--- src/rtl/shf_pkg.sv ---
package shf_pkg;

   typedef enum logic [1:0] {
      SHF_LEFT  = 2'b00,
      SHF_RIGHT = 2'b01,
      SHF_ARITH = 2'b10,
      SHF_RSVD  = 2'b11
   } shf_op_e;

   // bit 5 down to bit 0
   typedef struct packed {
      logic of;
      logic sf;
      logic zf;
      logic af;
      logic pf;
      logic cf;
   } shf_flags_t;

endpackage

--- src/rtl/shf_barrel.sv ---
// Logarithmic right shifter over a double-width window with a selectable fill bit.
module shf_barrel #(
   parameter int WIDTH    = 16,
   parameter int CNT_BITS = 5
) (
   input  logic [2*WIDTH-1:0] din,
   input  logic               fill,
   input  logic [CNT_BITS-1:0] amt,
   output logic [2*WIDTH-1:0] dout
);
   localparam int DW = 2 * WIDTH;

   logic [DW-1:0] stage [CNT_BITS+1];

   assign stage[0] = din;

   for (genvar i = 0; i < CNT_BITS; i++) begin : g_stage
      localparam int S = 1 << i;
      assign stage[i+1] = amt[i] ? {{S{fill}}, stage[i][DW-1:S]} : stage[i];
   end

   assign dout = stage[CNT_BITS];

endmodule

--- src/rtl/shf_datapath.sv ---
module shf_datapath
   import shf_pkg::*;
#(
   parameter int WIDTH    = 16,
   parameter int CNT_BITS = 5
) (
   input  shf_op_e             op,
   input  logic [WIDTH-1:0]    operand,
   input  logic [CNT_BITS-1:0] amt,
   output logic [WIDTH-1:0]    res,
   output logic                cf,
   output logic                of
);
   localparam int DW = 2 * WIDTH;

   logic              is_left;
   logic              is_arith;
   logic [WIDTH-1:0]  op_rev;
   logic [WIDTH-1:0]  hi;
   logic [WIDTH-1:0]  hi_rev;
   logic [DW-1:0]     window;
   logic [DW-1:0]     shifted;
   logic              unused_low;

   assign is_left  = (op == SHF_LEFT);
   assign is_arith = (op == SHF_ARITH);

   for (genvar j = 0; j < WIDTH; j++) begin : g_rev
      assign op_rev[j] = operand[WIDTH-1-j];
      assign hi_rev[j] = hi[WIDTH-1-j];
   end

   // left shifts run through the same right shifter on the mirrored word
   assign window = {(is_left ? op_rev : operand), {WIDTH{1'b0}}};

   shf_barrel #(.WIDTH(WIDTH), .CNT_BITS(CNT_BITS)) u_barrel (
      .din  (window),
      .fill (is_arith & operand[WIDTH-1]),
      .amt  (amt),
      .dout (shifted)
   );

   assign hi         = shifted[DW-1:WIDTH];
   assign res        = is_left ? hi_rev : hi;
   assign cf         = shifted[WIDTH-1];
   assign unused_low = ^shifted[WIDTH-2:0];

   always_comb begin
      unique case (op)
         SHF_LEFT:  of = cf ^ res[WIDTH-1];
         SHF_RIGHT: of = res[WIDTH-1] ^ res[WIDTH-2];
         default:   of = 1'b0;
      endcase
   end

endmodule

--- src/rtl/shf_status.sv ---
module shf_status #(
   parameter int WIDTH     = 16,
   parameter int PAR_BITS  = 8
) (
   input  logic [WIDTH-1:0] res,
   output logic             sf,
   output logic             zf,
   output logic             pf
);
   assign sf = res[WIDTH-1];
   assign zf = (res == '0);
   assign pf = ~^res[PAR_BITS-1:0];
endmodule

--- src/rtl/shf_unit.sv ---
module shf_unit
   import shf_pkg::*;
#(
   parameter int WIDTH       = 16,
   parameter int CNT_BITS    = 5,
   parameter int CNT_IN_BITS = 8,
   parameter int PAR_BITS    = 8
) (
   input  logic                   clk,
   input  logic                   rst_n,
   input  logic                   op_valid_i,
   input  logic [1:0]             op_sel_i,
   input  logic [WIDTH-1:0]       operand_i,
   input  logic [CNT_IN_BITS-1:0] count_i,
   input  logic [5:0]             flags_i,
   output logic [WIDTH-1:0]       result_o,
   output logic                   wr_en_o,
   output logic [5:0]             flags_o
);
   if ((1 << CNT_BITS) > 2 * WIDTH) begin : g_bad_cnt
      $error("shf_unit: shift amount range exceeds the double-width window");
   end
   if (CNT_IN_BITS <= CNT_BITS) begin : g_bad_in
      $error("shf_unit: count input must be wider than the shift amount");
   end
   if (PAR_BITS > WIDTH || WIDTH < 2) begin : g_bad_w
      $error("shf_unit: width or parity span out of range");
   end

   shf_op_e             op;
   logic [CNT_BITS-1:0] amt;
   logic                exec;
   logic [WIDTH-1:0]    dp_res;
   logic                dp_cf, dp_of;
   logic                st_sf, st_zf, st_pf;
   logic                unused_cnt_hi;
   shf_flags_t          flags_q;
   logic [WIDTH-1:0]    result_q;
   logic                wr_q;

   assign op            = shf_op_e'(op_sel_i);
   assign amt           = count_i[CNT_BITS-1:0];
   assign unused_cnt_hi = ^count_i[CNT_IN_BITS-1:CNT_BITS];
   assign exec          = (amt != '0) && (op != SHF_RSVD);

   shf_datapath #(.WIDTH(WIDTH), .CNT_BITS(CNT_BITS)) u_dp (
      .op      (op),
      .operand (operand_i),
      .amt     (amt),
      .res     (dp_res),
      .cf      (dp_cf),
      .of      (dp_of)
   );

   shf_status #(.WIDTH(WIDTH), .PAR_BITS(PAR_BITS)) u_st (
      .res (dp_res),
      .sf  (st_sf),
      .zf  (st_zf),
      .pf  (st_pf)
   );

   always_ff @(posedge clk) begin
      if (!rst_n) begin
         result_q <= '0;
         flags_q  <= '0;
         wr_q     <= 1'b0;
      end else if (op_valid_i) begin
         if (exec) begin
            result_q <= dp_res;
            flags_q  <= '{of: dp_of, sf: st_sf, zf: st_zf, af: 1'b0, pf: st_pf, cf: dp_cf};
            wr_q     <= 1'b1;
         end else begin
            result_q <= operand_i;
            flags_q  <= shf_flags_t'(flags_i);
            wr_q     <= 1'b0;
         end
      end else begin
         wr_q <= 1'b0;
      end
   end

   assign result_o = result_q;
   assign wr_en_o  = wr_q;
   assign flags_o  = flags_q;

   // ---------------- assertions ----------------
   assert_zero_pass_R2: assert property (@(posedge clk) disable iff (!rst_n)
      (op_valid_i && amt == '0) |=>
         (!wr_en_o && result_o == $past(operand_i) && flags_o == $past(flags_i)));

   assert_big_left_R4: assert property (@(posedge clk) disable iff (!rst_n)
      (op_valid_i && op == SHF_LEFT && int'(amt) > WIDTH) |=>
         (result_o == '0 && !flags_o[0] && !flags_o[5]));

   assert_big_right_R5: assert property (@(posedge clk) disable iff (!rst_n)
      (op_valid_i && op == SHF_RIGHT && int'(amt) > WIDTH) |=>
         (result_o == '0 && !flags_o[0]));

   assert_arith_of_R6: assert property (@(posedge clk) disable iff (!rst_n)
      (op_valid_i && op == SHF_ARITH && amt != '0) |=> !flags_o[5]);

   assert_af_clear_R8: assert property (@(posedge clk) disable iff (!rst_n)
      (op_valid_i && amt != '0 && op != SHF_RSVD) |=> (wr_en_o && !flags_o[2]));

   assert_rsvd_R9: assert property (@(posedge clk) disable iff (!rst_n)
      (op_valid_i && op == SHF_RSVD) |=> !wr_en_o);

   assert_hold_R10: assert property (@(posedge clk) disable iff (!rst_n)
      !op_valid_i |=> (!wr_en_o && $stable(result_o) && $stable(flags_o)));

endmodule

--- config.mk ---
export PLATFORM = sky130hd
export DESIGN_NAME = shf_unit
export DESIGN_NICKNAME = d
export VERILOG_FILES = /design/src/rtl/shf_pkg.sv /design/src/rtl/shf_barrel.sv /design/src/rtl/shf_datapath.sv /design/src/rtl/shf_status.sv /design/src/rtl/shf_unit.sv
export SDC_FILE = /design/constraint.sdc
export NUM_CORES = 1
export LEC_CHECK = 0
export BUFFER_PORTS_ARGS = -buffer_cell sky130_fd_sc_hd__buf_2
export CAP_MARGIN = 20
export CORE_MARGIN = 2
export CORE_UTILIZATION = 40
export DETAILED_ROUTE_END_ITERATION = 8
export PLACE_DENSITY = 0.71
export SYNTH_ARGS = -nofsm -noshare
export SYNTH_HDL_FRONTEND = slang
export SYNTH_SLANG_ARGS = --single-unit
--- constraint.sdc ---
create_clock -name clk -period 3.08 [get_ports clk]
set_input_delay 0.462 -clock clk [delete_from_list [all_inputs] [get_ports clk]]
set_output_delay 0.462 -clock clk [all_outputs]
set_load 0.1 [all_outputs]
==> tab_implementation.tex, run 1 <==
\begin{tabular}{lr}
\hline
Metric & Value \\
\hline
\multicolumn{2}{l}{\textbf{Clocking}} \\
\quad Number of CTS-inserted buffers & 3 \\
\quad Root Buffer & sky130\_fd\_sc\_hd\_\_clkbuf\_8 \\
\quad Clk\_lat worst skew & 0.27 ns \\
\quad H-tree levels & 1 \\
\quad Reg clk slew, reported paths & 0.09 ns \\
\quad Clock tree buffer depth & 2 \\
\quad Hold-fix buffers at CTS & 0 \\
\quad \# clock sinks & 23 \\
\quad Clock tree from TritonCTS & built \\
\multicolumn{2}{l}{\textbf{Power and ir drop}} \\
\quad Pwr/cell area & 334 nW/um2 \\
\quad IR drop worst, VDD & 0.265 mV \\
\quad Leak pwr & 1.78 nW \\
\multicolumn{2}{l}{\textbf{Yosys}} \\
\quad Synthesized area per cell & 7.77 um2 \\
\quad Sequential cell area fraction in the yosys report & 16.4\% \\
\quad Synthesized Nets & 400 \\
\quad Number of enable-type register cells in the synthesized netlist & 0 \\
\quad Leading cell types by total area after synthesis & sky130\_fd\_sc\_hd\_\_dfxtp\_1, sky130\_fd\_sc\_hd\_\_mux2i\_1, sky130\_fd\_sc\_hd\_\_mux2\_2 \\
\quad Library cell with the highest instance count after synthesis & sky130\_fd\_sc\_hd\_\_nand2\_1 \\
\quad Number of warnings issued by yosys & 0 \\
\quad Top post-synthesis cells by count & sky130\_fd\_sc\_hd\_\_nand2\_1, sky130\_fd\_sc\_hd\_\_clkbuf\_1, sky130\_fd\_sc\_hd\_\_dfxtp\_1, sky130\_fd\_sc\_hd\_\_nor2\_1, sky130\_fd\_sc\_hd\_\_o21ai\_0 \\
\quad Share of the synthesized area in the top cell type & 16.4\% \\
\quad \#FFs+latches synth & 23 \\
\quad Share of flip-flops with an asynchronous set or reset & 0\% \\
\quad Syn Inst Count & 361 \\
\quad Cell type with the highest aggregate area in the netlist & sky130\_fd\_sc\_hd\_\_dfxtp\_1 \\
\quad Count of cell types in the netlist & 71 \\
\quad Most common flop cell mapped by yosys & sky130\_fd\_sc\_hd\_\_dfxtp\_1 \\
\quad Post-synth design cell area & 2810 um2 \\
\multicolumn{2}{l}{\textbf{Detailed routing}} \\
\quad Vias per std cell & 6.06 \\
\quad Routed WL & 10800 um \\
\quad Number of remaining DRC errors & 0 \\
\quad Detailed-route wire length per cell & 18.8 um \\
\quad Number of iterations in the first detailed-routing pass & 6 \\
\quad DRC violation total after the first TritonRoute iteration & 371 \\
\quad Post-detailed-route count of antenna-violating nets & 0 \\
\quad Vias & 3487 \\
\multicolumn{2}{l}{\textbf{Setup path}} \\
\quad Launching point of the worst reg2reg path & flags\_o[5] \\
\quad Longest individual stage delay on the worst path & 0.49 ns \\
\quad Worst Path Arrival & 3.30 ns \\
\quad Buffering stage count on the worst path with inverters included & 2 \\
\quad Worst path top cell family by delay & compound AO/OA/AOI/OAI gates \\
\quad Most repeated library cell on the critical path & sky130\_fd\_sc\_hd\_\_nand4\_1 \\
\quad Category of the most critical setup path & in -> reg \\
\quad Nature of the critical path endpoint & register \\
\quad Required @ worst endpoint & 3.27 ns \\
\quad Critical path, cell by cell & buf\_2 -> or2\_4 -> mux4\_2 -> buf\_4 -> a2111oi\_4 -> o311ai\_2 -> o22ai\_1 -> ha\_1 -> nand4\_1 -> nor3\_1 -> a32o\_1 -> nand4\_1 -> o41ai\_2 \\
\quad Slowest CP cell & sky130\_fd\_sc\_hd\_\_mux4\_2 \\
\quad Cells on worst reg2reg path & 2 \\
\quad Critical path startpoint category & input pin \\
\quad Flop-to-flop setup slack & 2.20 ns \\
\quad End of the worst register-to-register path & flags\_o[5] \\
\quad CP max FO & 6 \\
\multicolumn{2}{l}{\textbf{Floorplanning}} \\
\quad Effective utilization at floorplan & 41.3\% \\
\quad Die Y-Extent & 87.8 um \\
\quad Core area & 6790 um2 \\
\quad Number of primary I/O pins & 58 \\
\quad Width of the chip & 87.8 um \\
\quad Die Footprint & 7700 um2 \\
\quad Rows & 30 \\
\multicolumn{2}{l}{\textbf{Global route}} \\
\quad Overflow left after global routing & 0 \\
\quad Total routing usage reported by global routing & 28.4\% \\
\quad Vias in the first global route & 3280 \\
\quad Number of antenna violations at the first check in global routing & 0 \\
\quad First-pass GRT wire length & 17000 um \\
\quad Pin count of the biggest net entering global routing & 44 \\
\multicolumn{2}{l}{\textbf{Job}} \\
\quad Reported max-cap violation count & 0 \\
\multicolumn{2}{l}{\textbf{Cells and area}} \\
\quad Area growth from synthesis to layout & 40.8\% \\
\quad Antenna Diode Count & 0 \\
\quad Post-layout instance area & 3950 um2 \\
\quad Layout cell share with drive strength beyond 1 & 43.2\% \\
\quad Util after Layout & 58.2\% \\
\quad \# nets final & 519 \\
\multicolumn{2}{l}{\textbf{Hold path}} \\
\quad Hold wc startpoint & flags\_i[2] \\
\quad Hold worst-path end & flags\_o[2] \\
\quad Hold path cells & 3 \\
\quad Class of the most critical hold timing path & in -> reg \\
\multicolumn{2}{l}{\textbf{STA}} \\
\quad Minimum hold slack & 0.460 ns \\
\quad Fmax & 321 MHz \\
\quad Unrepaired setup endpoints after global routing & true \\
\quad Max\_slew headroom & 53.0\% \\
\quad Min setup slack post-route & -0.0320 ns \\
\quad Slew Viols, Final & 0 \\
\quad Minimum period implied by the final worst setup slack & 3.11 ns \\
\quad Final period util & 101\% \\
\quad Slew at the pin closest to its max-slew limit & 0.704 ns \\
\quad Final Hold Violating Endpoints & 0 \\
\quad Setup violators final & 1 \\
\quad Max Clock Skew & 0 ns \\
\multicolumn{2}{l}{\textbf{Placed design}} \\
\quad Final GP Congestion & 0.971 \\
\quad Count of port buffers added during placement & 54 \\
\quad DP HPWL & 8400 um \\
\quad DP Area & 3760 um2 \\
\quad Worst slack after detailed placement & -0.343 ns \\
\multicolumn{2}{l}{\textbf{Outcome}} \\
\quad Violated checks & negative setup slack \\
\quad Result of the run & finished with violations \\
\hline
\end{tabular}
[per-stage QoR]
step                TNS, ns  std cells  power, mW
finish              -0.0320        575       1.32
global route         -0.175        575       1.38
CTS                       0        574       1.29
detailed placement   -0.680        569       1.08
global placement     -0.565        569       1.07
floorplan           -0.0257        361      0.827
[area by class of cell]
class                           count  area (um2)
Inverter                            7        26.3
Clock buffer                        3        41.3
Sequential cell                    23         460
Multi-Input combinational cell    294        2260
Clock inverter                      1        7.51
Tap cell                           96         120
Fill cell                         622        2840
Timing Repair Buffer              151        1030
[layer usage]
metal / GRT usage, % / share of wire (%)
met5: 0 / 0
met4: 7.97 / 2.0
met3: 4.24 / 6.6
met2: 45.9 / 48
met1: 39.3 / 44
[worst register-to-register path, delay by kind of cell, from the launching register on]
| family | cells | cell delay [ns] |
|---|---|---|
| flip-flops | 1 | 0.36 |
| AO/OA/AOI/OAI | 2 | 0.43 |
[power by group]
| group | internal [mW] | switching, mW |
|---|---|---|
| registers | 0.321 | 0.0109 |
| clock network | 0.0918 | 0.108 |
| logic | 0.305 | 0.486 |
[how the worst max path moves through the flow]
stage,depth (start not counted),slack (ns),start,endpoint
global placement,12,-0.29,op_sel_i[0],flags_o[1]
finish,13,-0.03,op_sel_i[1],flags_o[3]
floorplan,14,-0.03,op_sel_i[0],flags_o[3]
global route,13,-0.17,op_sel_i[1],flags_o[3]
CTS,15,0.01,op_sel_i[1],flags_o[3]
detailed placement,13,-0.34,op_sel_i[0],flags_o[1]
[registers in the layout, indices dropped and copies added (netlist names)]
name / flops
result_o: 16
wr_en_o: 1
flags_o: 6
[cell usage in the layout, fill, tap and decap left out, types with 5 or more instances in the layout]
master                     Yosys  routed
sky130_fd_sc_hd__a21oi_1      17      16
sky130_fd_sc_hd__a31oi_1      12      12
sky130_fd_sc_hd__buf_2         4      53
sky130_fd_sc_hd__buf_4         0      93
sky130_fd_sc_hd__dfxtp_1      23      23
sky130_fd_sc_hd__inv_1         7       7
sky130_fd_sc_hd__mux2_2       16      13
sky130_fd_sc_hd__mux2i_1      18      18
sky130_fd_sc_hd__mux4_2        8       8
sky130_fd_sc_hd__nand2_1      34      34
sky130_fd_sc_hd__nand3_1      13      12
sky130_fd_sc_hd__nor2_1       23      22
sky130_fd_sc_hd__nor2b_1       9       9
sky130_fd_sc_hd__o211a_1       5       5
sky130_fd_sc_hd__o211ai_1     10      10
sky130_fd_sc_hd__o21ai_0      22      19
sky130_fd_sc_hd__o22ai_1       9       8
[kinds of logic (layout without fill, tap and decap cells)]
group	Yosys count	after routing	share of synthesized area [%]
buffers and inverters	44	162	7.13
AO/OA/AOI/OAI	127	127	33.0
multiplexers	42	42	19.3
XOR/XNOR	3	3	0.936
AND/OR/NAND/NOR	118	118	21.4
adder cells (fa/ha/maj)	4	4	1.78
flip-flops	23	23	16.4
[repair_timing]
item | in CTS | in global routing
pin swaps | 1 | 5
endpoints found under the setup margin | 2 | 2
buffers inserted | 1 | 1
resized for setup | 5 | 24
(Power assumes the default switching activity.)
==> run 2, diff against run 1 <==
Settings changed: PLACE_DENSITY 0.71 to not set.
==> run 2 against run 1 <==
The run now ends clean. Worst hold slack gained 0.0033 ns. Combinational power shrank 2.7%. Maximum frequency grew 1.9%. Largest cell class unchanged. Largest power group unchanged. Cell count shrank 2.6%. First-iteration DRC count shrank 20%. Non-clock buffer count shrank 15. Clock power is essentially flat. Sequential power is essentially flat. Design area shrank 3.2%. Global-route usage shrank 1.2 points.
==> tab_implementation.tex, run 2 (synthesis gave the netlist of run 1 again) <==
\begin{tabular}{lr}
\hline
Metric & Value \\
\hline
\multicolumn{2}{l}{\textbf{Power and ir drop}} \\
\quad Leak pwr & 1.71 nW (was 1.78 nW) \\
\quad Clock power frac & 15.3\% (was 15.1\%) \\
\quad IR drop worst, VDD & 0.243 mV (was 0.265 mV) \\
\quad Net Sw Frac & 45.6\% (was 45.8\%) \\
\quad Logic gate share of total power & 59.2\% (was 59.8\%) \\
\quad Switching power & 593 uW (was 605 uW) \\
\quad Power share of the sequential group & 25.5\% (was 25.1\%) \\
\quad Power Internal & 708 uW (was 717 uW) \\
\quad Pwr/cell area & 340 nW/um2 (was 334 nW/um2) \\
\multicolumn{2}{l}{\textbf{Floorplanning}} \\
\quad Die Y-Extent & 87.8 um (unchanged) \\
\quad Rows & 30 (unchanged) \\
\quad Number of primary I/O pins & 58 (unchanged) \\
\quad Die Footprint & 7700 um2 (unchanged) \\
\quad Effective utilization at floorplan & 41.3\% (unchanged) \\
\quad Core area & 6790 um2 (unchanged) \\
\quad Width of the chip & 87.8 um (unchanged) \\
\multicolumn{2}{l}{\textbf{Clocking}} \\
\quad Clock tree from TritonCTS & built (unchanged) \\
\quad Root Buffer & sky130\_fd\_sc\_hd\_\_clkbuf\_8 (unchanged) \\
\quad Reg clk slew, reported paths & 0.09 ns (about the same) \\
\quad Number of CTS-inserted buffers & 3 (unchanged) \\
\quad Clk\_lat worst skew & 0.27 ns (about the same) \\
\quad H-tree levels & 1 (unchanged) \\
\quad \# clock sinks & 23 (unchanged) \\
\quad Clock tree buffer depth & 2 (unchanged) \\
\multicolumn{2}{l}{\textbf{STA}} \\
\quad Final period util & 99.2\% (was 101\%) \\
\quad Max Clock Skew & 0 ns (unchanged) \\
\quad Slew at the pin closest to its max-slew limit & 0.560 ns (was 0.704 ns) \\
\quad Minimum period implied by the final worst setup slack & 3.06 ns (was 3.11 ns) \\
\quad Fmax & 327 MHz (was 321 MHz) \\
\quad Final Hold Violating Endpoints & 0 (unchanged) \\
\quad Slew Viols, Final & 0 (unchanged) \\
\quad Setup\_tns & 0 ns (was -0.0320 ns) \\
\quad Max\_slew headroom & 62.2\% (was 53.0\%) \\
\quad Setup violators final & 0 (was 1) \\
\quad Unrepaired setup endpoints after global routing & true (unchanged) \\
\quad Minimum hold slack & 0.464 ns (was 0.460 ns) \\
\multicolumn{2}{l}{\textbf{Detailed routing}} \\
\quad DRC violation total after the first TritonRoute iteration & 296 (was 371) \\
\quad Vias & 3357 (was 3487) \\
\quad Number of iterations in the first detailed-routing pass & 5 (was 6) \\
\quad Vias per std cell & 5.99 (was 6.06) \\
\quad Detailed-route wire length per cell & 18.5 um (was 18.8 um) \\
\quad Number of remaining DRC errors & 0 (unchanged) \\
\quad Post-detailed-route count of antenna-violating nets & 0 (unchanged) \\
\quad Routed WL & 10400 um (was 10800 um) \\
\multicolumn{2}{l}{\textbf{Setup path}} \\
\quad Worst Path Arrival & 3.24 ns (was 3.30 ns) \\
\quad Critical path startpoint category & input pin (unchanged) \\
\quad Category of the most critical setup path & in -> reg (unchanged) \\
\quad Nature of the critical path endpoint & register (unchanged) \\
\quad Cells on worst reg2reg path & 2 (unchanged) \\
\quad CP max FO & 10 (was 6) \\
\quad Required @ worst endpoint & 3.26 ns (was 3.27 ns) \\
\multicolumn{2}{l}{\textbf{Placed design}} \\
\quad DP HPWL & 8190 um (was 8400 um) \\
\quad Instance count after placement with tap cells included & 555 (was 569) \\
\quad Count of port buffers added during placement & 54 (unchanged) \\
\quad Final GP Congestion & 0.920 (was 0.971) \\
\multicolumn{2}{l}{\textbf{Cells and area}} \\
\quad Max FFs per register & 16 (unchanged) \\
\quad Area growth from synthesis to layout & 36.3\% (was 40.8\%) \\
\quad Commonest cells after routing, fill and taps aside & sky130\_fd\_sc\_hd\_\_buf\_4, sky130\_fd\_sc\_hd\_\_buf\_2, sky130\_fd\_sc\_hd\_\_nand2\_1 (unchanged) \\
\quad Total area of sequential cells & 460 um2 (unchanged) \\
\quad \# nets final & 504 (was 519) \\
\quad Total area of multi-input combinational cells & 2260 um2 (about the same) \\
\quad Fillcell total & 651 (was 622) \\
\quad Final cell count without fillers & 560 (was 575) \\
\quad Most common cell after layout, fill and taps aside & sky130\_fd\_sc\_hd\_\_buf\_4 (unchanged) \\
\quad Layout cell share with drive strength beyond 1 & 41.4\% (was 43.2\%) \\
\quad Antenna Diode Count & 0 (unchanged) \\
\multicolumn{2}{l}{\textbf{Job}} \\
\quad Reported max-cap violation count & 0 (unchanged) \\
\multicolumn{2}{l}{\textbf{Hold path}} \\
\quad Class of the most critical hold timing path & in -> reg (unchanged) \\
\quad Hold path cells & 3 (unchanged) \\
\multicolumn{2}{l}{\textbf{Global route}} \\
\quad Total routing usage reported by global routing & 27.2\% (was 28.4\%) \\
\quad Pin count of the biggest net entering global routing & 44 (unchanged) \\
\quad Number of antenna violations at the first check in global routing & 0 (unchanged) \\
\quad Vias in the first global route & 3203 (was 3280) \\
\quad Overflow left after global routing & 0 (unchanged) \\
\quad First-pass GRT wire length & 16200 um (was 17000 um) \\
\multicolumn{2}{l}{\textbf{Outcome}} \\
\quad Result of the run & completed (was finished with violations) \\
\hline
\end{tabular}
## run 2: metal layers
layer  vias up  global-route usage (%)  routed length, um
li1       1597                       -                  -
met1      1590                    37.3               4590
met2       141                    44.3               4870
met3        29                    2.54                509
met4         0                    10.1                378
met5         -                       0                  0
## run 2: repair_timing
action | CTS | global route
buffers inserted | 0 | 1
hold buffers | 0 | 0
setup endpoints to repair | 1 | 2
pin swaps | 0 | 4
resized for setup | 3 | 22
## run 2: power by group through the flow
stage | registers (mW) | logic [mW] | clock network [mW]
finish | 0.331 | 0.770 | 0.199
global route | 0.334 | 0.822 | 0.211
CTS | 0.331 | 0.732 | 0.202
detailed placement | 0.338 | 0.726 | 0
global placement | 0.338 | 0.721 | 0
floorplan | 0.506 | 0.321 | 0
## run 2: final timing paths
path | from | endpoint | slack [ns]
setup / recovery | count_i[0] | flags_o[3] | 0.02
hold / removal | flags_i[2] | flags_o[2] | 0.46
setup reg to reg | flags_o[5] | flags_o[5] | 2.20
hold reg to reg | result_o[4] | result_o[4] | 0.48
## run 2: area by class of cell
| type | count | share of cell area [%] |
|---|---|---|
| clock inverters | 1 | 0.196 |
| clock buffers | 3 | 1.08 |
| well taps | 96 | 3.14 |
| multi-input cells | 294 | 59.2 |
| repair buffers | 136 | 23.7 |
| inverters | 7 | 0.687 |
| flip-flops and latches | 23 | 12.0 |
## run 2: worst max-delay path: stages
cell	delay, ns
sky130_fd_sc_hd__buf_4	0.16
sky130_fd_sc_hd__mux2_2	0.36
sky130_fd_sc_hd__mux4_2	0.52
sky130_fd_sc_hd__a221o_1	0.36
sky130_fd_sc_hd__a31oi_2	0.22
sky130_fd_sc_hd__mux2_4	0.21
sky130_fd_sc_hd__ha_1	0.14
sky130_fd_sc_hd__nand4_1	0.14
sky130_fd_sc_hd__nor4_1	0.19
sky130_fd_sc_hd__a32o_1	0.16
sky130_fd_sc_hd__nand4_1	0.11
sky130_fd_sc_hd__o41ai_2	0.21
## run 2: metrics by stage
step / cell area [um2] / worst slack [ns] / total power, mW / util, %
6_report: 3820 / 0.0248 / 1.30 / 56.3
4_1_cts: 3700 / 0.00674 / 1.26 / 54.5
5_1_grt: 3820 / -0.138 / 1.37 / 56.3
2_1_floorplan: 2810 / -0.0257 / 0.827 / -
3_3_place_gp: 3640 / -0.335 / 1.06 / 53.6
3_5_place_dp: 3640 / -0.340 / 1.06 / 53.6
